`config.mk`:
```
export PLATFORM = sky130hd
export DESIGN_NAME = rs485_uart_tx
export DESIGN_NICKNAME = d
export VERILOG_FILES = /design/src/rtl/utx_pkg.sv /design/src/rtl/utx_tick_gen.sv /design/src/rtl/utx_shifter.sv /design/src/rtl/utx_de_seq.sv /design/src/rtl/rs485_uart_tx.sv
export SDC_FILE = /design/constraint.sdc
export NUM_CORES = 1
export LEC_CHECK = 0
export ABC_AREA = 0
export BUFFER_PORTS_ARGS = -buffer_cell sky130_fd_sc_hd__buf_2
export CORE_AREA = 5 5 113 115
export CTS_CLUSTER_DIAMETER = 60
export DETAILED_ROUTE_END_ITERATION = 8
export DIE_AREA = 0 0 118 120
export HOLD_SLACK_MARGIN = 0.03
export PLACE_DENSITY_LB_ADDON = 0.2
export SKIP_CTS_REPAIR_TIMING = 1
export SLEW_MARGIN = 20
export SYNTH_ARGS = -nofsm -noshare
export SYNTH_HDL_FRONTEND = slang
export SYNTH_SLANG_ARGS = --single-unit
```
`constraint.sdc`:
```
create_clock -name clk -period 3.5 [get_ports clk]
set_clock_uncertainty 0.15 [all_clocks]
set_input_delay 0.35 -clock clk [delete_from_list [all_inputs] [get_ports clk]]
set_output_delay 0.35 -clock clk [all_outputs]
set_load 0.01 [all_outputs]
```
`src/rtl/utx_pkg.sv`:
```
package utx_pkg;

  typedef enum logic [1:0] {
    SQ_IDLE  = 2'd0,
    SQ_LEAD  = 2'd1,
    SQ_FRAME = 2'd2,
    SQ_LAG   = 2'd3
  } seq_t;

  // sample ticks that make one bit
  function automatic logic [4:0] bit_ticks(input logic os8);
    return os8 ? 5'd8 : 5'd16;
  endfunction

  // start + data + stop bits
  function automatic int frame_len(input int data_w, input logic stop2);
    return data_w + (stop2 ? 3 : 2);
  endfunction

endpackage

```
`src/rtl/utx_tick_gen.sv`:
```
module utx_tick_gen #(
  parameter int DIV_W = 16
) (
  input  logic             clk,
  input  logic             rst_n,
  input  logic             en,
  input  logic [DIV_W-1:0] div,
  output logic             tick
);
  logic [DIV_W-1:0] cnt;
  logic [DIV_W-1:0] lim;

  assign lim  = (div == '0) ? '0 : div - 1'b1;
  assign tick = en && (cnt == lim);

  always_ff @(posedge clk) begin
    if (!rst_n || !en) cnt <= '0;
    else if (tick)     cnt <= '0;
    else               cnt <= cnt + 1'b1;
  end
endmodule

```
`src/rtl/utx_shifter.sv`:
```
module utx_shifter
  import utx_pkg::*;
#(
  parameter int DATA_W = 8
) (
  input  logic              clk,
  input  logic              rst_n,
  input  logic              en,
  input  logic              tick,
  input  logic              os8,
  input  logic              stop2,
  input  logic              load,
  input  logic [DATA_W-1:0] data,
  output logic              tx,
  output logic              frame_end
);
  localparam int SR_W  = DATA_W + 3;
  localparam int CNT_W = $clog2(SR_W + 1);

  logic [SR_W-1:0]  sreg;
  logic [CNT_W-1:0] bits_left;
  logic [4:0]       phase;
  logic             active, bit_end;

  assign active    = (bits_left != '0);
  assign bit_end   = tick && active && (phase == bit_ticks(os8) - 5'd1);
  assign frame_end = bit_end && (bits_left == CNT_W'(1));
  assign tx        = sreg[0];

  always_ff @(posedge clk) begin
    if (!rst_n || !en) begin
      sreg      <= '1;
      bits_left <= '0;
      phase     <= '0;
    end else if (load) begin
      sreg      <= {2'b11, data, 1'b0};
      bits_left <= CNT_W'(frame_len(DATA_W, stop2));
      phase     <= '0;
    end else if (bit_end) begin
      sreg      <= {1'b1, sreg[SR_W-1:1]};
      bits_left <= bits_left - 1'b1;
      phase     <= '0;
    end else if (tick && active) begin
      phase     <= phase + 5'd1;
    end
  end
endmodule

```
`src/rtl/utx_de_seq.sv`:
```
module utx_de_seq
  import utx_pkg::*;
#(
  parameter int DT_W = 5
) (
  input  logic            clk,
  input  logic            rst_n,
  input  logic            en,
  input  logic            tick,
  input  logic            pending,
  input  logic [DT_W-1:0] lead,
  input  logic [DT_W-1:0] lag,
  input  logic            frame_end,
  output logic            load,
  output logic            de,
  output logic            done,
  output logic            idle
);
  seq_t            st;
  logic [DT_W-1:0] cnt;
  logic            lead_end, lag_end;

  assign lead_end = tick && (cnt == lead - 1'b1);
  assign lag_end  = tick && (cnt == lag - 1'b1);
  assign idle     = (st == SQ_IDLE);

  always_comb begin
    load = 1'b0;
    unique case (st)
      SQ_IDLE:  load = tick && pending && (lead == '0);
      SQ_LEAD:  load = lead_end;
      SQ_FRAME: load = frame_end && pending;
      default:  load = 1'b0;
    endcase
  end

  always_ff @(posedge clk) begin
    if (!rst_n || !en) begin
      st   <= SQ_IDLE;
      cnt  <= '0;
      de   <= 1'b0;
      done <= 1'b0;
    end else begin
      done <= 1'b0;
      unique case (st)
        SQ_IDLE: if (tick && pending) begin
          de  <= 1'b1;
          cnt <= '0;
          st  <= (lead == '0) ? SQ_FRAME : SQ_LEAD;
        end
        SQ_LEAD: if (lead_end) st <= SQ_FRAME;
                 else if (tick) cnt <= cnt + 1'b1;
        SQ_FRAME: if (frame_end && !pending) begin
          if (lag == '0) begin
            st   <= SQ_IDLE;
            de   <= 1'b0;
            done <= 1'b1;
          end else begin
            st  <= SQ_LAG;
            cnt <= '0;
          end
        end
        SQ_LAG: if (lag_end) begin
          st   <= SQ_IDLE;
          de   <= 1'b0;
          done <= 1'b1;
        end else if (tick) cnt <= cnt + 1'b1;
        default: st <= SQ_IDLE;
      endcase
    end
  end
endmodule

```
`src/rtl/rs485_uart_tx.sv`:
```
module rs485_uart_tx #(
  parameter int DATA_W = 8,
  parameter int DT_W   = 5,
  parameter int DIV_W  = 16
) (
  input  logic              clk,
  input  logic              rst_n,
  input  logic              en,
  input  logic [DATA_W-1:0] tx_data,
  input  logic              tx_valid,
  output logic              tx_ready,
  input  logic [DT_W-1:0]   cfg_lead,
  input  logic [DT_W-1:0]   cfg_lag,
  input  logic              cfg_os8,
  input  logic              cfg_stop2,
  input  logic [DIV_W-1:0]  cfg_div,
  output logic              txd,
  output logic              de,
  output logic              busy,
  output logic              tx_done
);
  logic [DT_W-1:0]   lead_q, lag_q;
  logic              os8_q, stop2_q;
  logic [DIV_W-1:0]  div_q;
  logic [DATA_W-1:0] hold_data;
  logic              hold_full, accept, tick, load, frame_end, seq_idle;

  // configuration is open only while disabled
  always_ff @(posedge clk) begin
    if (!rst_n) begin
      lead_q  <= '0;
      lag_q   <= '0;
      os8_q   <= 1'b0;
      stop2_q <= 1'b0;
      div_q   <= '0;
    end else if (!en) begin
      lead_q  <= cfg_lead;
      lag_q   <= cfg_lag;
      os8_q   <= cfg_os8;
      stop2_q <= cfg_stop2;
      div_q   <= cfg_div;
    end
  end

  assign tx_ready = en && !hold_full;
  assign accept   = tx_valid && tx_ready;

  always_ff @(posedge clk) begin
    if (!rst_n || !en) begin
      hold_full <= 1'b0;
      hold_data <= '0;
    end else if (accept) begin
      hold_full <= 1'b1;
      hold_data <= tx_data;
    end else if (load) begin
      hold_full <= 1'b0;
    end
  end

  assign busy = hold_full || !seq_idle;

  utx_tick_gen #(.DIV_W(DIV_W)) u_tick (
    .clk(clk), .rst_n(rst_n), .en(en), .div(div_q), .tick(tick)
  );

  utx_shifter #(.DATA_W(DATA_W)) u_shift (
    .clk(clk), .rst_n(rst_n), .en(en), .tick(tick), .os8(os8_q),
    .stop2(stop2_q), .load(load), .data(hold_data), .tx(txd),
    .frame_end(frame_end)
  );

  utx_de_seq #(.DT_W(DT_W)) u_seq (
    .clk(clk), .rst_n(rst_n), .en(en), .tick(tick), .pending(hold_full),
    .lead(lead_q), .lag(lag_q), .frame_end(frame_end), .load(load),
    .de(de), .done(tx_done), .idle(seq_idle)
  );
endmodule

```
==> results of run 1 <==
[worst reg2reg max path: cells and delay by family (launching register included)]
kind	cells	cell delay, ps
buffers and inverters	2	250
AO/OA/AOI/OAI	3	560
flip-flops	1	310
AND/OR/NAND/NOR	5	1520
multiplexers	1	360
adder cells (fa/ha/maj)	1	200
[flip-flops by register name, indices dropped and copies added (netlist names)]
register	count
os8_q	1
u_seq.done	1
hold_data	8
u_tick.cnt	16
u_seq.de	1
stop2_q	1
u_shift.sreg	9
lead_q	5
u_seq.cnt	5
lag_q	5
hold_full	1
u_seq.st	2
u_shift.bits_left	4
u_shift.phase	5
div_q	16
[layout by cell type (no fill, tap or decap), types with 3 or more instances in the layout]
master,instances
dfxtp_1,80
buf_2,44
nor2_1,42
mux2i_1,40
nor2b_1,32
nand2_1,32
buf_4,31
nand3_1,29
a21oi_1,24
xnor2_1,20
o21ai_0,20
xor2_1,19
inv_1,16
nor3_1,12
or3_1,11
clkbuf_16,9
a2bb2oi_1,8
and3_1,8
ha_1,8
nand4_1,7
nor4_1,6
nand3b_1,5
nand2b_1,5
or4_1,4
o211ai_1,4
inv_6,4
or2_2,3
nor3b_1,3
a21boi_0,3
a21o_1,3
nand3_2,3
o221a_2,3
[logic make-up (layout without fill, tap and decap cells)]
group                      count (synthesis)  count (layout)  synth area share [%]
and+or+nand+nor                          222             222                  27.2
AOI/OAI and AO/OA                         93              93                  14.0
DFF                                       80              80                  35.5
muxes                                     43              43                  9.63
buffers and inverters                     43             109                  3.66
xor gates and xnor gates                  40              40                  7.77
adders and majority gates                  8               8                  2.22
[metrics by stage]
step           worst slack, ps  instance area, um2  cells  hold WS [ps]
5_1_grt                   -128                5420    742           100
3_5_place_dp              -101                5050    724           301
4_1_cts                   -144                5340    740          88.9
2_1_floorplan             32.3                4510    529           287
6_report                  39.7                5420    742          96.3
3_3_place_gp             -85.8                5050    724           300
[layer usage]
layer | global-route usage (%) | up-vias | part of all wire, %
met5 | 0 | - | 0
met4 | 5.30 | 0 | 1.7
met3 | 3.63 | 17 | 5.1
met2 | 27.8 | 82 | 49
met1 | 19.3 | 1926 | 44
li1 | - | 2021 | -
[how the worst max path moves through the flow]
stage                       endpoint  slack (ps)  cells past startpoint
CTS                  u_shift.sreg[3]        -140                     10
global placement     u_shift.sreg[7]         -90                     10
detailed placement   u_shift.sreg[3]        -100                     10
floorplan            u_shift.sreg[0]          30                     11
global route        u_shift.phase[4]        -130                     11
finish               u_shift.sreg[0]          40                     12
[layout make-up]
type	instances	area, um2	share of cell area [%]
clock buffer	9	225	4.15
clock inverter	7	58.8	1.08
inverter	16	60.1	1.11
multi-input combinational	406	2810	51.8
sequential	80	1600	29.5
tap	147	184	3.39
timing repair buffer	77	484	8.93
[power by group]
group / switching (mW) / internal, mW / leakage [nW]
Sequential: 0.0208 / 0.933 / 0.651
Clock: 0.426 / 0.494 / 0.139
Combinational: 0.181 / 0.159 / 1.44
Total: 0.628 / 1.59 / 2.24
==> out/metrics.cfg, run 1 <==
[min_path]
min_path_type=primary input to flop
hold_start=tx_data[7]
hold_end=hold_data[7]
whs_path_depth=3

[global_routing]
grt_start_max_net_pins=32
grt_pass1_vias=3883
grt_antenna_before_repair=0
grt_usage_pct=15.9
grt_pass1_wl_um=18600
grt_overflow=0

[die]
row_count=40
dieArea_mm2=0.0142
die_w_um=118
coreArea_mm2=0.0117
die_h_um=120
start_util_pct=38.5
ios=45

[routing]
routedWlPerCell_um=15.3
drc_errors=0
via_count=4046
wl_um=11300
viasPerCell=5.45
drt_iter0_markers=267
ant_nets=0
first_pass_iters=4

[setup_path]
cpMaxStageDelayCell=or3b_2
required_ps=3600
timing.rr.end=u_shift.sreg[0]
max_stage_delay_ps=500
worstSetupPathType=flop to flop
r2r_start=div_q[1]
cp_cell_sequence=inv_1 -> ha_1 -> or3b_2 -> or4_4 -> a21oi_1 -> a2bb2oi_1 -> nand4b_1 -> nor2_4 -> buf_4 -> nand4_4 -> mux2_1 -> a21o_1
r2r_slack_ps=40
crit_buf_inv=2
crit_start=div_q[1]
critPathTopFamily=simple AND/OR/NAND/NOR gates
critPathArrivalTime_ps=3560
start_kind=flop
end_kind=flop
cp_max_fo=9
r2r_cells=12

[clock_network]
cts_buffers=9
cts_buffer_depth=2
cts_root_buf=clkbuf_16
cts_sinks=80
worst_skew_pair.late_latency_ps=350
cts_tree=done
clk_pin_slew_ps=70
htree_levels=3

[timing]
relSlewSlack_pct=31.5
tightest_slew_ps=1020
setup_tns_ps=0
setup_violations=0
layout_min_cycle_time_ps=3460
slew_viol_final=0
timing.final.crit_share_pct=98.9
max_freq_ghz=0.289
rsz0062_at_grt=yes
hold_viol=0

[place]
io_buffers=44
dp_hpwl_um=8250
gp_routability_congestion=0.897

[synth]
syn-num-nets=577
synth_seq_area_share_pct=35.5
synthFlopType=dfxtp_1
ys_warn_count=0
yosysTopAreaCell=dfxtp_1
yosysTopAreaCellShare_pct=35.5
synth_area_leaders=dfxtp_1 (36%), mux2i_1 (8.9%), nor2b_1 (4.4%)
syn_area_mm2=0.00451
yosys-top-cells-count=dfxtp_1 (80), nor2_1 (43), mux2i_1 (40)
async_flop_share_pct=0
syn_avg_cell_area_um2=8.52
syn_inst=529
synth.distinct_cells=63
ys_ff_latch=80
yosysMostFrequentCell=dfxtp_1
synth_edf_count=0

[finish]
drive_above_1_share_pct=19.8
syn2layout_area_growth_pct=20.3
fin_nets=638
antenna_cells=0
fill_cells=1186
final_util_pct=46.3

[power]
powerDensity_mw_per_mm2=408
p_total_mw=2.21
p_leak_nw=2.24
ir_drop_mv=0.278

[status]
status=finished, final reports clean

[job]
drv_cap=0

(Power assumes the default switching activity.)
==> run 2: changes to the inputs <==
- BUFFER_PORTS_ARGS: -buffer_cell sky130_fd_sc_hd__buf_2 -> default
- DONT_BUFFER_PORTS: default -> 1
==> out/metrics.cfg, run 2 (synthesis results as in run 1) <==
[global_routing]
grt_pass1_wl_um=17900  ; -3.6%
grt_antenna_before_repair=0  ; unchanged
grt_pass1_vias=3582  ; -7.8%
grt_overflow=0  ; unchanged
grt_start_max_net_pins=33  ; +3.1%
grt_usage_pct=15.5  ; -0.44 points

[status]
status=finished, final reports clean

[setup_path]
worstSetupPathType=flop to flop
cp_max_fo=6  ; -3
critPathArrivalTime_ps=3500  ; -60 ps
r2r_slack_ps=120  ; +80 ps
end_kind=flop
timing.rr.end=u_shift.phase[4]
r2r_cells=10  ; -2
start_kind=flop
r2r_start=div_q[4]
required_ps=3620  ; +20 ps

[power]
ir_drop_mv=0.280  ; +0.67%
powerDensity_mw_per_mm2=402  ; -1.4%
p_leak_nw=2.13  ; -4.7%
p_total_mw=2.17  ; -1.9%

[die]
row_count=40  ; unchanged
start_util_pct=38.5  ; unchanged
coreArea_mm2=0.0117  ; unchanged
die_w_um=118  ; unchanged
dieArea_mm2=0.0142  ; unchanged
die_h_um=120  ; unchanged
ios=45  ; unchanged

[timing]
slew_viol_final=0  ; unchanged
layout_min_cycle_time_ps=3380  ; -75.3 ps
setup_violations=0  ; unchanged
max_freq_ghz=0.295  ; +2.2%
timing.hold.ws_ps=17.6  ; -78.7 ps
relSlewSlack_pct=38.7  ; +7.2 points
setup_tns_ps=0  ; unchanged
tightest_slew_ps=911  ; -108 ps
rsz0062_at_grt=yes
hold_viol=0  ; unchanged
timing.final.crit_share_pct=96.7  ; -2.2 points

[min_path]
hold_start=tx_valid
min_path_type=primary input to flop
whs_path_depth=2  ; -1
hold_end=hold_data[1]

[routing]
viasPerCell=5.39  ; -1.1%
drc_errors=0  ; unchanged
via_count=3873  ; -4.3%
ant_nets=0  ; unchanged
wl_um=11100  ; -2.2%
routedWlPerCell_um=15.4  ; +1.0%
first_pass_iters=4  ; unchanged
drt_iter0_markers=296  ; +11%

[finish]
fill_cells=1170  ; -1.3%
multiInputGateArea_mm2=0.00280  ; -0.36%
antenna_cells=0  ; unchanged
layout_commonest_cell=dfxtp_1
drive_above_1_share_pct=13.7  ; -6.2 points
regArea_mm2=0.00160  ; unchanged
mostFrequentLayoutCells=dfxtp_1 (80), nor2_1 (43), mux2i_1 (40)
fin_nets=614  ; -3.8%
largestRegisters=div_q: 16 flops, u_tick.cnt: 16 flops, u_shift.sreg: 9 flops
syn2layout_area_growth_pct=19.7

[clock_network]
cts_buffers=9  ; unchanged
cts_tree=done
clk_pin_slew_ps=60  ; about the same
cts_buffer_depth=2  ; unchanged
htree_levels=3  ; unchanged
cts_sinks=80  ; unchanged
worst_skew_pair.late_latency_ps=340  ; about the same
cts_root_buf=clkbuf_16

[job]
drv_cap=0  ; unchanged

[place]
dp_hpwl_um=8020  ; -2.7%
io_buffers=0  ; -100%
gp_routability_congestion=0.832  ; -7.3%

-- run 2: metrics by stage --
stage / util (%) / worst slack, ps / cells / cell area (um2)
after detailed placement: 41.3 / -33.6 / 680 / 4830
after CTS: 43.7 / -71.3 / 696 / 5110
after floorplan: - / 32.3 / 529 / 4510
after global routing: 46.1 / -34.4 / 718 / 5400
after global placement: 41.3 / -26.0 / 680 / 4830
final: 46.1 / 115 / 718 / 5400
-- run 2: worst max-delay path, cell delays in order, from the launching register on --
cell	delay (ps)
dfxtp_1	310
or4_4	580
or3_1	380
xor2_1	250
a21oi_1	110
o32a_1	340
nor4b_4	340
buf_4	200
nand2_2	50
or4b_1	490
a21oi_1	130
-- run 2: worst max path at each step --
| stage | startpoint | cells after the start | to |
|---|---|---|---|
| 2_1_floorplan | div_q[2] | 11 | u_shift.sreg[0] |
| 3_3_place_gp | div_q[1] | 10 | u_shift.phase[4] |
| 3_5_place_dp | div_q[2] | 14 | u_shift.phase[4] |
| 4_1_cts | div_q[2] | 14 | u_shift.phase[4] |
| 5_1_grt | div_q[2] | 13 | u_shift.bits_left[2] |
| 6_report | div_q[4] | 10 | u_shift.phase[4] |
-- run 2: report_power, final --
group	internal, mW	switching [mW]	total (mW)
clock	0.516	0.375	0.892
sequential	0.933	0.0218	0.955
combinational	0.163	0.162	0.325
total	1.61	0.560	2.17
-- run 2: per-layer routing --
metal | global-route usage, % | wire (um) | up-vias
met5 | 0 | 0 | -
met1 | 19.4 | 4990 | 1804
met3 | 4.15 | 514 | 16
met2 | 25.4 | 5380 | 75
li1 | - | - | 1978
met4 | 5.95 | 191 | 0
-- run 2: layout make-up --
class | instances | share of cell area (%)
Sequential cell | 80 | 29.7
Tap cell | 147 | 3.41
Multi-Input combinational cell | 406 | 51.9
Clock inverter | 5 | 0.580
Clock buffer | 11 | 4.68
Timing Repair Buffer | 53 | 8.67
Inverter | 16 | 1.11
